===== src/rtl/crc_ci_pkg.sv =====
package crc_ci_pkg;

  typedef enum logic [1:0] {
    WSEL_8   = 2'b00,
    WSEL_16  = 2'b01,
    WSEL_32  = 2'b10,
    WSEL_32B = 2'b11
  } wsel_e;

  localparam int REG_W = 32;

  localparam logic [REG_W-1:0] GEN_8  = 32'h0000_0007;
  localparam logic [REG_W-1:0] GEN_16 = 32'h0000_8005;
  localparam logic [REG_W-1:0] GEN_32 = 32'h04C1_1DB7;

  function automatic logic [REG_W-1:0] width_mask(input wsel_e s);
    case (s)
      WSEL_8:  width_mask = 32'h0000_00FF;
      WSEL_16: width_mask = 32'h0000_FFFF;
      default: width_mask = 32'hFFFF_FFFF;
    endcase
  endfunction

  function automatic logic [REG_W-1:0] gen_poly(input wsel_e s);
    case (s)
      WSEL_8:  gen_poly = GEN_8;
      WSEL_16: gen_poly = GEN_16;
      default: gen_poly = GEN_32;
    endcase
  endfunction

endpackage


===== src/rtl/crc_ci_ctrl.sv =====
module crc_ci_ctrl #(
  parameter int DATA_W = 32
) (
  input  logic clk,
  input  logic rst,
  input  logic start,
  output logic load,
  output logic shift,
  output logic last,
  output logic done
);
  localparam int CNT_W = (DATA_W > 1) ? $clog2(DATA_W) : 1;
  localparam logic [CNT_W-1:0] LAST_CNT = CNT_W'(DATA_W - 1);

  logic             busy;
  logic [CNT_W-1:0] cnt;

  assign load  = start && !busy;
  assign shift = busy;
  assign last  = busy && (cnt == LAST_CNT);

  always_ff @(posedge clk) begin
    if (rst) begin
      busy <= 1'b0;
      cnt  <= '0;
      done <= 1'b0;
    end else begin
      done <= last;
      if (load) begin
        busy <= 1'b1;
        cnt  <= '0;
      end else if (busy) begin
        cnt <= cnt + 1'b1;
        if (last) busy <= 1'b0;
      end
    end
  end

  AST_DONE_PULSE: assert property (@(posedge clk) disable iff (rst)
    done |=> !done);
  AST_DONE_FOLLOWS_LAST: assert property (@(posedge clk) disable iff (rst)
    done |-> $past(busy));
  AST_COUNT_ADVANCES: assert property (@(posedge clk) disable iff (rst)
    (busy && cnt != LAST_CNT) |=> (busy && cnt == $past(cnt) + 1'b1));
  AST_IDLE_AFTER_LAST: assert property (@(posedge clk) disable iff (rst)
    last |=> !busy);

endmodule


===== src/rtl/crc_ci_shifter.sv =====
module crc_ci_shifter #(
  parameter int DATA_W = 32
) (
  input  logic              clk,
  input  logic              rst,
  input  logic              load,
  input  logic              shift,
  input  logic [DATA_W-1:0] word_in,
  output logic              bit_out
);
  logic [DATA_W-1:0] word_q;

  assign bit_out = word_q[DATA_W-1];

  always_ff @(posedge clk) begin
    if (rst)        word_q <= '0;
    else if (load)  word_q <= word_in;
    else if (shift) word_q <= {word_q[DATA_W-2:0], 1'b0};
  end

endmodule


===== src/rtl/crc_ci_lfsr.sv =====
module crc_ci_lfsr
  import crc_ci_pkg::*;
(
  input  logic             clk,
  input  logic             rst,
  input  logic             load,
  input  logic             shift,
  input  wsel_e            sel_in,
  input  logic [REG_W-1:0] seed,
  input  logic             din,
  output wsel_e            sel_q,
  output logic [REG_W-1:0] state_next
);
  logic [REG_W-1:0] state_q;
  logic [REG_W-1:0] poly;
  logic [REG_W-1:0] mask;
  logic [REG_W-1:0] raw_next;
  logic             fb;

  assign poly = gen_poly(sel_q);
  assign mask = width_mask(sel_q);

  always_comb begin
    case (sel_q)
      WSEL_8:  fb = state_q[7]  ^ din;
      WSEL_16: fb = state_q[15] ^ din;
      default: fb = state_q[31] ^ din;
    endcase
  end

  genvar i;
  generate
    for (i = 0; i < REG_W; i++) begin : g_stage
      if (i == 0) begin : g_first
        assign raw_next[i] = fb;
      end else begin : g_rest
        assign raw_next[i] = state_q[i-1] ^ (fb & poly[i]);
      end
    end
  endgenerate

  assign state_next = raw_next & mask;

  always_ff @(posedge clk) begin
    if (rst) begin
      state_q <= '0;
      sel_q   <= WSEL_32;
    end else if (load) begin
      state_q <= seed & width_mask(sel_in);
      sel_q   <= sel_in;
    end else if (shift) begin
      state_q <= state_next;
    end
  end

  AST_STATE_IN_WIDTH: assert property (@(posedge clk) disable iff (rst)
    (state_q & ~mask) == '0);

endmodule


===== src/rtl/crc_ci_unit.sv =====
module crc_ci_unit
  import crc_ci_pkg::*;
#(
  parameter int DATA_W = 32
) (
  input  logic              clk,
  input  logic              rst,
  input  logic              start,
  input  logic [1:0]        width_sel,
  input  logic [DATA_W-1:0] op_a,
  input  logic [REG_W-1:0]  op_b,
  output logic              done,
  output logic [REG_W-1:0]  result
);
  logic             load, shift, last, data_bit;
  wsel_e            sel_q;
  logic [REG_W-1:0] state_next;

  crc_ci_ctrl #(.DATA_W(DATA_W)) u_ctrl (
    .clk(clk), .rst(rst), .start(start),
    .load(load), .shift(shift), .last(last), .done(done)
  );

  crc_ci_shifter #(.DATA_W(DATA_W)) u_shift (
    .clk(clk), .rst(rst), .load(load), .shift(shift),
    .word_in(op_a), .bit_out(data_bit)
  );

  crc_ci_lfsr u_lfsr (
    .clk(clk), .rst(rst), .load(load), .shift(shift),
    .sel_in(wsel_e'(width_sel)), .seed(op_b), .din(data_bit),
    .sel_q(sel_q), .state_next(state_next)
  );

  always_ff @(posedge clk) begin
    if (rst)       result <= '0;
    else if (last) result <= state_next;
  end

  AST_RESULT_HELD: assert property (@(posedge clk) disable iff (rst)
    (!done && !$past(rst)) |-> $stable(result));
  AST_ZERO_EXT_8: assert property (@(posedge clk) disable iff (rst)
    (done && sel_q == WSEL_8) |-> (result[REG_W-1:8] == '0));
  AST_ZERO_EXT_16: assert property (@(posedge clk) disable iff (rst)
    (done && sel_q == WSEL_16) |-> (result[REG_W-1:16] == '0));

endmodule


===== config.mk =====
export PLATFORM = sky130hd
export DESIGN_NAME = crc_ci_unit
export DESIGN_NICKNAME = d
export VERILOG_FILES = /design/src/rtl/crc_ci_pkg.sv /design/src/rtl/crc_ci_ctrl.sv /design/src/rtl/crc_ci_shifter.sv /design/src/rtl/crc_ci_lfsr.sv /design/src/rtl/crc_ci_unit.sv
export SDC_FILE = /design/constraint.sdc
export NUM_CORES = 1
export LEC_CHECK = 0
export CAP_MARGIN = 20
export CORE_MARGIN = 3
export CORE_UTILIZATION = 29
export CTS_CLUSTER_DIAMETER = 40
export CTS_CLUSTER_SIZE = 16
export DETAILED_ROUTE_END_ITERATION = 10
export DONT_BUFFER_PORTS = 1
export GPL_ROUTABILITY_DRIVEN = 0
export PLACE_DENSITY_LB_ADDON = 0.05
export SLEW_MARGIN = 20
export SYNTH_ARGS = -nofsm -noshare
export SYNTH_HDL_FRONTEND = slang
export SYNTH_HIERARCHICAL = 1
export SYNTH_SLANG_ARGS = --single-unit

===== constraint.sdc =====
create_clock -name clk -period 4.7 [get_ports clk]
set_input_delay 1.175 -clock clk [delete_from_list [all_inputs] [get_ports clk]]
set_output_delay 1.175 -clock clk [all_outputs]
set_load 0.05 [all_outputs]

### Word level (Yosys, flattened, before mapping)

Index checks and enable logic that the tools add are counted.

| word-level totals | value |
|---|---|
| input bits | 69 |
| word-level logic and storage cells | 98 |
| bits in registers | 105 |
| output and inout bits | 33 |

| operators by class | value |
|---|---|
| bitwise logic cells | 67 |
| muxes and demuxes | 13 |
| reduce and logical (&&, ||, !) cells | 7 |
| add/sub/neg operators | 1 |
| eq/ne operators | 3 |

Operators with widths:

| operator | count |
|---|---|
| $mux W32 | 6 |
| $pmux W32 S2 | 2 |
| $and A32 B32 Y32 | 2 |
| $pmux W27 S2 | 1 |
| $xor A1 B1 Y1 | 34 |
| $and A1 B1 Y1 | 26 |
| $add A5 B1 Y5 const B | 1 |
| $and A1 B1 Y1 const B | 5 |
| $eq A5 B5 Y1 const B | 1 |
| $eq A2 B1 Y1 const B | 2 |
| $logic_not A2 Y1 | 2 |
| $mux W1 | 3 |
| $logic_and A1 B1 Y1 | 2 |
| $pmux W1 S2 | 1 |
| $reduce_bool A2 Y1 | 1 |
| $reduce_or A2 Y1 | 1 |
| $logic_not A1 Y1 | 1 |

### Depth between registers and ports, before layout

| depth | value |
|---|---|
| depth after elaboration | 7 |
| gate-level depth with buffers | 8 |
| gate-level depth less buffers | 7 |

### Modules after synthesis

The synthesis kept the hierarchy.

By module, submodules not included:

| module | instances | cells an instance | area each (um^2) | sequential area each (um^2) |
|---|---|---|---|---|
| crc_ci_lfsr | 1 | 246 | 2083.2 | 680.7 |
| crc_ci_shifter | 1 | 142 | 1661.6 | 640.6 |
| crc_ci_unit | 1 | 103 | 1163.6 | 640.6 |
| crc_ci_ctrl | 1 | 33 | 314.1 | 140.1 |

### Worst setup path before layout

Ideal clock, no wire load.

| timing | value |
|---|---|
| path kind | input -> register |
| start point | input start |
| end point | register u_lfsr.state_q[8] |
| setup time | 0.058 ns |
| arrival time | 2.395 ns |
| slack | 2.247 ns |
| stages | 6 |
| required time | 4.642 ns |
| path buffers | 1 |
| cell sequence | and2b_1 > clkbuf_1 > o21a_1 > nand2_1 > a211oi_1 > o21a_1 |

| between the ends | value |
|---|---|
| longest elaborated chain between the ends | 2 |
| elaborated cells on any way between the ends | 3 |
| those cells by class | 1 x mux; 2 x reduce/logical |

Ends and longest elaborated chain:

| what | line | source |
|---|---|---|
| from (decl) | crc_ci_unit.sv:8 | `input logic start,` |
| $logic_and A1 B1 Y1 * | crc_ci_ctrl.sv:18 | `assign load = start && !busy;` |
| $mux W32 / $reduce_bool A2 Y1 (equally long branches) | - |  |
| to (signal assigned) | crc_ci_lfsr.sv:49 | `state_q <= seed & width_mask(sel_in);` |
| to (signal assigned) | crc_ci_lfsr.sv:52 | `state_q <= state_next;` |
| to (decl) | crc_ci_lfsr.sv:14 | `logic [REG_W-1:0] state_q;` |

Mark *: on every way between the ends. The rest lies on a longest branch, timed or not.
A chain may end at the register's enable or synchronous reset.

### Worst setup path in the final report

Same ends and word-level chain as after synthesis.

==> impl_results.md <==
* Outcome: complete, no violations
* CTS Buf Count at 9
* Pin count of the biggest net entering global routing at ~110
* Post-CTS Resized at 0
* Yosys synthesis warning count at 6
* Min-delay src: u_lfsr/state_q[26]
* Initial antenna violation count at 0
* Unrepaired setup endpoints after global routing: no
* N_diodes at 0
* Die H at roughly 140 um
* WL/cell at between 15 and 20 um
* DRT iter0 DRCs at between 150 and 200
* 1st-pass router iterations at 4
* PwrDens at between 300 and 400 mW/mm^2
* DRC viols at 0
* Cell Rows at 48
* Pleak at approximately 2 nW
* Endpoint class of the critical path: flop
* DRT antenna net count at 0
* # IOs at 102
* Comb power frac at between 10% and 20%
* Grt ovf at 0
* Reg power frac at slightly below 50%
* Final WL at between 10000 and 15000 um
* Longest Clk Path Bufs at 2
* Relative slew margins at 43.3%
* Min Tclk post-route at between 2 and 2.5 ns
* Setup-failing EPs final at 0
* Worst Path Max Fanout at 35
* Hold Path Stages at 2
* Post-synth EDFFs at 0
* Synth cell types at 50
* Area of the core at between 0.015 and 0.02 sq mm
* Fin. Hold Viols at 0
* Clock latency on the worst-skew pair at ~0.34 ns
* Clock power share at between 30% and 40%
* Final Power at roughly 0.002 W
* Avg Cell Area, Syn at 9.97 sq um
* # Post-CTS Setup Buffers at 0
* CTS sink count at approximately 110
* Total Neg Setup Slack at 0 ns
* Worst Tran Pin Value at 0.850 ns
* Synthesized area at 0.00522 sq mm
* Initial core utilization at around 30%
* R2r startpoint: u_lfsr/sel_q[1]
* Final HPWL DP at ~8100 um
* Final #Nets at approximately 560
* Number of global-route vias before repair at about 3500
* Crit path required time at 4.99 ns
* Crit path DAT at ~2.7 ns
* First-pass GRT wire length at between 15000 and 20000 um
* Max Slew Vio Count at 0
* Internal power at roughly 0.0015 W
* Startpoint Class: primary input
* Hold Slack at 0.497 ns
* Syn Inst Count at roughly 520
* Max-cap violation count at 0
* Syn_nets at between 500 and 600
* Layout area overhead at 5.41%
* Fmax at 0.423 GHz
* Routed vias at 3462
* CP Cell Sequence: and2b_2, buf_4, or2_2, nor2_1, a211oi_1, o21a_1
* Register area share after synthesis at 40.2%
* CTS hold repair buffers at 0
* Via-to-Cell Ratio at approximately 4.8
* Reg-to-reg endpoint: result[26]
* Peak supply drop at between 0.15 and 0.2 mV
* Die X at 140 um
* H-tree levels at 3
* Buf/Inv on CP at 1
* Total global-route track usage at ~13%
* R2R depth at 7
* Number of synthesized register bits at 105
* Net Sw Frac at 25.3%
* Worst Setup Path Type: primary input to flop
* CP max stage delay at between 0.4 and 0.5 ns
* TritonCTS clock tree: done
* Die Footprint at between 0.015 and 0.02 sq mm
* CP top delay family: simple AND/OR/NAND/NOR gates
* Slowest cell on crit path: buf_4
* Worst Skew at 0.00663 ns
* Post-synthesis async set-or-reset flop share at 0%
* Port Buffers at 0
* Endpoint, Worst Hold: u_lfsr/state_q[26]
* Final period util at about half
* R2R Setup Slk at around 2.4 ns
* Psw at 0.000508 W
* Worst hold path type: flop to flop
* Ys flop type: dfxtp_1
* CTS root buf: clkbuf_16
* Clk slew on worst S/H paths at 0.07 ns
* Share of cells above drive strength 1 at 13.3%
## flip-flops by register name, summed over array words and instances, names as in the netlist
signal          count
result             32
u_ctrl/cnt          5
u_ctrl/done         1
u_ctrl/shift        1
u_lfsr/sel_q        2
u_lfsr/state_q     32
u_shift/word_q     32
## per-layer routing
metal  global-route usage (%)  routed length (um)
met4                     5.05                 197
met3                     4.27                 951
met2                     19.5                5660
met1                     16.5                5670
met5                        0                   0
## synthesized netlist by cell type, types with 5 or more instances
master,number,area [sq um]
inv_1,5,18.8
nor3b_1,10,75.1
xor2_1,7,61.3
a211oi_2,30,375
nor2b_1,35,219
a211oi_1,6,45.0
nand2_1,19,71.3
a2bb2oi_1,15,131
a21oi_1,19,95.1
dfxtp_1,105,2100
buf_4,9,67.6
and2_1,14,87.6
buf_2,9,45.0
nor3_1,5,25.0
nor2_1,77,289
clkbuf_1,18,67.6
mux2i_1,81,811
buf_12,6,120
## stage by stage
stage                     cell area, sq um  setup slack [ns]  std cells  util, %
after floorplan                       5220              2.25        524        -
after global placement                5200              2.03        706     29.7
after detailed placement              5200              1.98        706     29.7
after CTS                             5510              2.33        722     31.5
after global routing                  5510              2.08        722     31.5
final                                 5510              2.33        722     31.5
## cells by family after synthesis
family | Yosys count | share of synthesized area [%]
adders and majority gates | 2 | 0.479
muxes | 83 | 16.0
buffers and inverters | 53 | 6.97
AOI/OAI and AO/OA | 91 | 15.8
and+or+nand+nor | 174 | 16.7
xor gates and xnor gates | 16 | 3.74
DFF | 105 | 40.2
## worst max path at each step
| stage | startpoint | cells past startpoint | to |
|---|---|---|---|
| floorplan | start | 6 | u_lfsr/state_q[8] |
| global placement | start | 6 | u_lfsr/state_q[8] |
| detailed placement | start | 6 | u_lfsr/state_q[8] |
| CTS | u_lfsr/sel_q[1] | 7 | result[26] |
| global route | u_lfsr/sel_q[1] | 7 | result[26] |
| finish | start | 6 | u_lfsr/state_q[8] |
## cells in the final DEF, fill, tap and decap left out, drive strengths merged, types with 5 or more instances in the layout
master     n
nor2      77
and2      15
nor3b     10
inv        6
dfxtp    105
xnor2      8
nor2b     35
a21oi     20
a211oi    36
nand2     19
a221oi     5
nor3       5
a2bb2oi   15
xor2       7
mux2i     81
clkbuf    12
## power groups by stage
stage               Clock (W)  Combinational [W]  Sequential, W
finish               0.000780           0.000250       0.000979
global route         0.000850           0.000280       0.000988
CTS                  0.000822           0.000255       0.000980
detailed placement          0           0.000254        0.00100
global placement            0           0.000252        0.00100
floorplan                   0           0.000262       0.000979
## worst min-delay path, cell delays in order (launching register included)
cell     delay, ns
dfxtp_1       0.31
nor2_1        0.10
nor3_1        0.04
## cell type report
class                   instances  area (sq um)
fillers                      1819         12000
multi-input cells             366          2760
flip-flops and latches        105          2110
well taps                     225           282
clock buffers                  12           256
clock inverters                 4          51.3
repair buffers                  4          30.0
inverters                       6          22.5
No activity file was read; power rests on OpenSTA's default activity.
